[config.mk]
export PLATFORM = sky130hd
export DESIGN_NAME = tu12_ptr_interp
export DESIGN_NICKNAME = d
export VERILOG_FILES = /design/src/rtl/tu12_ptr_pkg.sv /design/src/rtl/tu12_ptr_decode.sv /design/src/rtl/tu12_ptr_track.sv /design/src/rtl/tu12_ptr_locate.sv /design/src/rtl/tu12_ptr_interp.sv
export SDC_FILE = /design/constraint.sdc
export NUM_CORES = 1
export LEC_CHECK = 0
export BUFFER_PORTS_ARGS = -buffer_cell sky130_fd_sc_hd__buf_2
export CAP_MARGIN = 20
export CORE_MARGIN = 2
export CORE_UTILIZATION = 45
export CTS_CLUSTER_DIAMETER = 60
export DETAILED_ROUTE_END_ITERATION = 6
export PLACE_DENSITY = 0.63
export SYNTH_ARGS = -nofsm -noshare
export SYNTH_HDL_FRONTEND = slang
export SYNTH_SLANG_ARGS = --single-unit
export TNS_END_PERCENT = 10
[constraint.sdc]
create_clock -name clk_i -period 9.4 [get_ports clk_i]
set_input_delay 1.41 -clock clk_i [delete_from_list [all_inputs] [get_ports clk_i]]
set_output_delay 1.41 -clock clk_i [all_outputs]
set_load 0.03 [all_outputs]
[src/rtl/tu12_ptr_pkg.sv]
package tu12_ptr_pkg;
  localparam int PW = 10;
  localparam logic [3:0] NDF_OFF = 4'b0110;
  localparam logic [3:0] NDF_ON  = 4'b1001;
  localparam logic [1:0] SZ_TU12 = 2'b10;
  localparam logic [PW-1:0] I_MASK = 10'h2AA;
  localparam logic [PW-1:0] D_MASK = 10'h155;
  localparam int STEP_VOTE = 3;

  typedef enum logic [2:0] {
    K_BAD,
    K_AIS,
    K_NEW,
    K_INC,
    K_DEC,
    K_NORM
  } kind_e;
endpackage

[src/rtl/tu12_ptr_decode.sv]
module tu12_ptr_decode
  import tu12_ptr_pkg::*;
#(
  parameter int PTR_MAX = 139
) (
  input  logic [15:0]   word_i,
  input  logic [PW-1:0] cur_i,
  input  logic          cur_ok_i,
  output kind_e         kind_o
);
  localparam logic [PW-1:0] PMAX_W = PW'(PTR_MAX);

  logic [3:0]    ndf;
  logic [1:0]    size;
  logic [PW-1:0] off;
  logic [PW-1:0] diff;
  logic          fmt_norm;
  logic          in_rng;
  logic          i_vote;
  logic          d_vote;

  assign ndf      = word_i[15:12];
  assign size     = word_i[11:10];
  assign off      = word_i[PW-1:0];
  assign diff     = off ^ cur_i;
  assign fmt_norm = (ndf == NDF_OFF) && (size == SZ_TU12);
  assign in_rng   = off <= PMAX_W;
  assign i_vote   = $countones(diff & I_MASK) >= STEP_VOTE;
  assign d_vote   = $countones(diff & D_MASK) >= STEP_VOTE;

  always_comb begin
    kind_o = K_BAD;
    if (&word_i) begin
      kind_o = K_AIS;
    end else if ((ndf == NDF_ON) && (size == SZ_TU12) && in_rng) begin
      kind_o = K_NEW;
    end else if (fmt_norm && cur_ok_i && i_vote && !d_vote) begin
      kind_o = K_INC;
    end else if (fmt_norm && cur_ok_i && d_vote && !i_vote) begin
      kind_o = K_DEC;
    end else if (fmt_norm && in_rng) begin
      kind_o = K_NORM;
    end
  end
endmodule

[src/rtl/tu12_ptr_track.sv]
module tu12_ptr_track
  import tu12_ptr_pkg::*;
#(
  parameter int PTR_MAX = 139,
  parameter int NORM_N  = 3,
  parameter int LOP_N   = 8,
  parameter int AIS_N   = 3
) (
  input  logic          clk_i,
  input  logic          rst_ni,
  input  logic          eval_i,
  input  kind_e         kind_i,
  input  logic [PW-1:0] off_i,
  output logic [PW-1:0] ptr_o,
  output logic          ok_o,
  output logic          lop_o,
  output logic          ais_o,
  output logic          ndf_o
);
  localparam int LW = (LOP_N > 2) ? $clog2(LOP_N) : 1;
  localparam int AW = (AIS_N > 2) ? $clog2(AIS_N) : 1;
  localparam int CW = (NORM_N > 2) ? $clog2(NORM_N) : 1;
  localparam logic [PW-1:0] PMAX_W = PW'(PTR_MAX);
  localparam logic [LW-1:0] LOP_M1 = LW'(LOP_N - 1);
  localparam logic [AW-1:0] AIS_M1 = AW'(AIS_N - 1);
  localparam logic [CW-1:0] NRM_M1 = CW'(NORM_N - 1);

  logic [PW-1:0] ptr_q, cand_q;
  logic [LW-1:0] inv_q;
  logic [AW-1:0] ais_n_q;
  logic [CW-1:0] cand_n_q;
  logic          ok_q, lop_q, ais_q, ndf_q;
  logic          cand_hit;

  assign cand_hit = (cand_n_q != '0) && (off_i == cand_q);

  always_ff @(posedge clk_i or negedge rst_ni) begin
    if (!rst_ni) begin
      ptr_q    <= '0;
      cand_q   <= '0;
      inv_q    <= '0;
      ais_n_q  <= '0;
      cand_n_q <= '0;
      ok_q     <= 1'b0;
      lop_q    <= 1'b0;
      ais_q    <= 1'b0;
      ndf_q    <= 1'b0;
    end else begin
      ndf_q <= 1'b0;
      if (eval_i) begin
        unique case (kind_i)
          K_AIS: begin
            inv_q    <= '0;
            cand_n_q <= '0;
            if (ais_n_q >= AIS_M1) begin
              ais_q <= 1'b1;
              lop_q <= 1'b0;
              ok_q  <= 1'b0;
            end else begin
              ais_n_q <= ais_n_q + 1'b1;
            end
          end
          K_NEW: begin
            ptr_q    <= off_i;
            ok_q     <= 1'b1;
            lop_q    <= 1'b0;
            ais_q    <= 1'b0;
            inv_q    <= '0;
            ais_n_q  <= '0;
            cand_n_q <= '0;
            ndf_q    <= 1'b1;
          end
          K_INC: begin
            ptr_q    <= (ptr_q == PMAX_W) ? '0 : ptr_q + 1'b1;
            inv_q    <= '0;
            ais_n_q  <= '0;
            cand_n_q <= '0;
          end
          K_DEC: begin
            ptr_q    <= (ptr_q == '0) ? PMAX_W : ptr_q - 1'b1;
            inv_q    <= '0;
            ais_n_q  <= '0;
            cand_n_q <= '0;
          end
          K_NORM: begin
            inv_q   <= '0;
            ais_n_q <= '0;
            if (!cand_hit) begin
              cand_q   <= off_i;
              cand_n_q <= CW'(1);
            end else if (cand_n_q >= NRM_M1) begin
              ptr_q <= off_i;
              ok_q  <= 1'b1;
              lop_q <= 1'b0;
              ais_q <= 1'b0;
            end else begin
              cand_n_q <= cand_n_q + 1'b1;
            end
          end
          default: begin
            cand_n_q <= '0;
            ais_n_q  <= '0;
            if (inv_q >= LOP_M1) begin
              lop_q <= 1'b1;
              ais_q <= 1'b0;
              ok_q  <= 1'b0;
            end else begin
              inv_q <= inv_q + 1'b1;
            end
          end
        endcase
      end
    end
  end

  assign ptr_o = ptr_q;
  assign ok_o  = ok_q;
  assign lop_o = lop_q;
  assign ais_o = ais_q;
  assign ndf_o = ndf_q;
endmodule

[src/rtl/tu12_ptr_locate.sv]
module tu12_ptr_locate
  import tu12_ptr_pkg::*;
#(
  parameter int SUB_LEN = 36
) (
  input  logic [7:0]    pos_i,
  output logic          pay_o,
  output logic [PW-1:0] idx_o
);
  int unsigned pos_u, q_u, r_u;

  // sub-frame after the second pointer byte is payload block 0
  always_comb begin
    pos_u = 32'(pos_i);
    q_u   = pos_u / SUB_LEN;
    r_u   = pos_u % SUB_LEN;
    pay_o = (r_u != 0) && (q_u < 4);
    idx_o = PW'(((q_u + 3) % 4) * (SUB_LEN - 1) + r_u - 1);
  end
endmodule

[src/rtl/tu12_ptr_interp.sv]
module tu12_ptr_interp
  import tu12_ptr_pkg::*;
#(
  parameter int SUB_LEN = 36,
  parameter int NORM_N  = 3,
  parameter int LOP_N   = 8,
  parameter int AIS_N   = 3
) (
  input  logic          clk_i,
  input  logic          rst_ni,
  input  logic          en_i,
  input  logic [7:0]    mf_pos_i,
  input  logic [7:0]    byte_i,
  output logic [PW-1:0] ptr_value_o,
  output logic          v5_strobe_o,
  output logic          lop_o,
  output logic          ais_o,
  output logic          ndf_event_o
);
  localparam int PTR_MAX = 4 * (SUB_LEN - 1) - 1;
  localparam logic [7:0] P1_POS = 8'd0;
  localparam logic [7:0] P2_POS = 8'(SUB_LEN);

  logic [7:0]    p1_q;
  logic [15:0]   word;
  logic          eval;
  kind_e         kind;
  logic [PW-1:0] ptr;
  logic          ok, lop, ais, ndf;
  logic          pay;
  logic [PW-1:0] idx;

  always_ff @(posedge clk_i or negedge rst_ni) begin
    if (!rst_ni) begin
      p1_q <= '0;
    end else if (en_i && (mf_pos_i == P1_POS)) begin
      p1_q <= byte_i;
    end
  end

  assign eval = en_i && (mf_pos_i == P2_POS);
  assign word = {p1_q, byte_i};

  tu12_ptr_decode #(.PTR_MAX(PTR_MAX)) u_dec (
    .word_i  (word),
    .cur_i   (ptr),
    .cur_ok_i(ok),
    .kind_o  (kind)
  );

  tu12_ptr_track #(
    .PTR_MAX(PTR_MAX),
    .NORM_N (NORM_N),
    .LOP_N  (LOP_N),
    .AIS_N  (AIS_N)
  ) u_trk (
    .clk_i (clk_i),
    .rst_ni(rst_ni),
    .eval_i(eval),
    .kind_i(kind),
    .off_i (word[PW-1:0]),
    .ptr_o (ptr),
    .ok_o  (ok),
    .lop_o (lop),
    .ais_o (ais),
    .ndf_o (ndf)
  );

  tu12_ptr_locate #(.SUB_LEN(SUB_LEN)) u_loc (
    .pos_i(mf_pos_i),
    .pay_o(pay),
    .idx_o(idx)
  );

  assign ptr_value_o = ptr;
  assign v5_strobe_o = en_i && pay && (idx == ptr) && ok && !lop && !ais;
  assign lop_o       = lop;
  assign ais_o       = ais;
  assign ndf_event_o = ndf;
endmodule

==> flow_summary.json <==
{
  "swShare_pct": 37.8,
  "max_slew_margin_pct": 39.5,
  "path_cells": "buf_2, nor3_2, inv_1, ha_1, nand3b_1, a32o_1, a211oi_1, nand4_1, ha_1, inv_1, ha_1, fa_1, xor2_1, nand3_1, nor4_1, o2111ai_1, a311oi_1, buf_2",
  "grt_pass1_wl_mm": 17.8,
  "sequentialPowerShare_pct": 34.3,
  "cts_inserted_buffers": 5,
  "clockPowerShare_pct": 23.8,
  "grt_max_degree": 40,
  "die-height_um": 100,
  "max_freq_mhz": 135,
  "final_nets": 562,
  "drt_iter0_drc": 169,
  "setup_viol": 0,
  "grt_remaining_overflow": 0,
  "cts-resized-gates": 0,
  "skew_ns": 0.0134,
  "synth_ff_type": "dfrtp_1",
  "internal-power_uw": 316,
  "rsz0062_at_grt": "false",
  "worstMarginPinSlew_ns": 0.907,
  "synth_edf_count": 0,
  "die_x_um": 100,
  "clockRootBuffer": "clkbuf_8",
  "syn-cell-area_um2": 4190,
  "power_switching_uw": 191,
  "async_flop_share_pct": 100,
  "antenna_left": 0,
  "setup_tns_ns": 0,
  "io_buffers": 32,
  "yosysSeqAreaShare_pct": 23.3,
  "synth_cell_types": 78,
  "timing.hold.ws_ns": 0.491,
  "cp_top_family": "adder cells",
  "wl_per_cell_um": 16.7,
  "core_area_um2": 9150,
  "grt_use_total_pct": 21.8,
  "finalWeightedCongestion": 0.873,
  "utilization_pct": 48.6,
  "slowest_stage": "fa_1",
  "synthCells": 497,
  "postCtsHoldBufs": 0,
  "cap_violations": 0,
  "status": "finished, final reports clean",
  "worstSetupStartpointType": "input port",
  "avgSynthCellArea_um2": 8.42,
  "grt_pass1_vias": 3693,
  "areaGrowthSynthToFinish_pct": 6.34,
  "powerDensity_nw_per_um2": 114,
  "vias_per_cell": 6.01,
  "rows": 35,
  "critPathRequiredTime_ns": 7.99,
  "crit_path_frequent_cell": "ha_1",
  "postCtsSetupRepairBufs": 0,
  "path_buf_inv": 4,
  "dp_hpwl_mm": 7.85,
  "grt_antenna_before_repair": 0,
  "hold_viol_final": 0,
  "ios": 33,
  "vdd_drop_max_v": 0.0000721,
  "yosys_warnings": 0,
  "period_minus_slack_ns": 7.40,
  "tritoncts": "yes",
  "clock_sinks": 39,
  "clkSlewWorstSetupHoldPaths_ns": 0.08,
  "die-area_um2": 10100,
  "synth.top_cells.by_count": "inv_1 (41), dfrtp_1 (39), nor2_1 (32)",
  "critical-path-max-stage-delay_ns": 0.56,
  "route.detailed.drc": 0,
  "vias": 3736,
  "clk_latency_ns": 0.30,
  "yosysMostFrequentCell": "inv_1",
  "comb_power_share_pct": 42.0,
  "fin_crit_sh_pct": 78.7,
  "yosysTopAreaCell": "dfrtp_1",
  "start_util_pct": 45.7,
  "crit_fanout": 13,
  "min_path_type": "reg2reg",
  "drt-pass1-iter-count": 5,
  "yosys-top-cells-area": "dfrtp_1 (23%), ha_1 (8.4%), xor2_1 (6.3%), inv_1 (3.7%), xnor2_1 (3.3%)",
  "end_kind": "primary output",
  "drt-total-wl_mm": 10.4,
  "antenna_cells": 0,
  "drive_gt1_share_pct": 14.9,
  "syn_nets": 549,
  "path_class": "in2out",
  "cp.arrival_ns": 5.99,
  "r2r_slack_ns": 5.34,
  "slew_violations": 0,
  "power.leakage_uw": 0.00201,
  "cts_max_level": 2,
  "clockBufferDepth": 2,
  "synth_top_area_share_pct": 23.3,
  "ys_ff_latch": 39
}
## registers in the layout, indices dropped and copies added (netlist names)
| signal | flops |
|---|---|
| u_trk.cand_q | 10 |
| u_trk.lop_o | 1 |
| u_trk.ais_o | 1 |
| u_trk.cand_n_q | 2 |
| u_trk.inv_q | 3 |
| p1_q | 8 |
| u_trk.ndf_o | 1 |
| u_trk.ais_n_q | 2 |
| u_trk.ptr_o | 10 |
| u_trk.ok_o | 1 |
## metal layers
layer	wire length, um	up-vias	part of all wire [%]	GRT usage, %
met5	0	-	0	0
met4	138	0	1.3	5.48
met3	401	10	3.9	2.50
met2	5020	92	48	37.0
met1	4830	1803	46	29.7
li1	-	1831	-	-
## worst paths after layout
kind,from,cells after the start,end
setup reg to reg,u_trk.ptr_o[4],12,u_trk.ptr_o[5]
hold / removal,u_trk.ais_n_q[0],1,u_trk.ais_n_q[0]
max in group asynchronous,rst_ni,1,u_trk.inv_q[0]
min in group asynchronous,rst_ni,1,u_trk.ptr_o[5]
setup / recovery,mf_pos_i[4],18,v5_strobe_o
hold reg to reg,u_trk.ais_n_q[0],1,u_trk.ais_n_q[0]
## cell type report
cell class,instances,area [um2]
well taps,111,139
clock inverters,3,23.8
inverters,41,154
repair buffers,34,179
clock buffers,5,68.8
flip-flops and latches,39,976
multi-input cells,389,2910
fillers,909,4700
## metrics by stage
step | cell area [um2] | power [uW] | cells | setup slack (ns)
2_1_floorplan | 4190 | 345 | 497 | 2.24
3_3_place_gp | 4340 | 385 | 612 | 2.27
3_5_place_dp | 4340 | 390 | 612 | 2.03
4_1_cts | 4430 | 512 | 620 | 2.03
5_1_grt | 4450 | 547 | 622 | 1.59
6_report | 4450 | 507 | 622 | 2.00
## power groups by stage
stage | Combinational (uW) | Clock (uW) | Sequential (uW)
global placement | 208 | 0 | 177
finish | 213 | 120 | 174
CTS | 214 | 124 | 174
floorplan | 168 | 0 | 176
global route | 243 | 129 | 175
detailed placement | 212 | 0 | 177
## kinds of logic (layout without fill, tap and decap cells)
kind of cell / Yosys count / in the layout / share of synthesized area, %
simple gates: 162 / 162 / 21.9
compound gates: 132 / 132 / 22.5
buf+inv: 69 / 83 / 7.14
xor+xnor: 46 / 46 / 9.62
flops: 39 / 39 / 23.3
fa+ha+maj: 33 / 33 / 10.8
mux: 16 / 16 / 4.81
## worst register-to-register path: cells and delay by family (launching register included)
family | cells | cell delay (ns)
AOI/OAI and AO/OA | 5 | 1.35
xor gates and xnor gates | 2 | 0.60
adders and majority gates | 3 | 1.17
buffers and inverters | 2 | 0.30
DFF | 1 | 0.56
## placed cells by master (no fill, tap or decap), types with 10 or more instances in the layout
cell,netlist,routed
ha_1,28,28
nor3_1,13,13
inv_1,41,41
buf_2,11,32
xor2_1,30,30
dfrtp_1,39,39
nor2_1,32,32
o21ai_1,14,14
nand4_1,10,10
a21oi_1,24,24
nand2_1,27,27
xnor2_1,16,16
nand3_1,13,13
o21ai_0,18,18
Note: power is estimated with default switching activity, not from simulation.
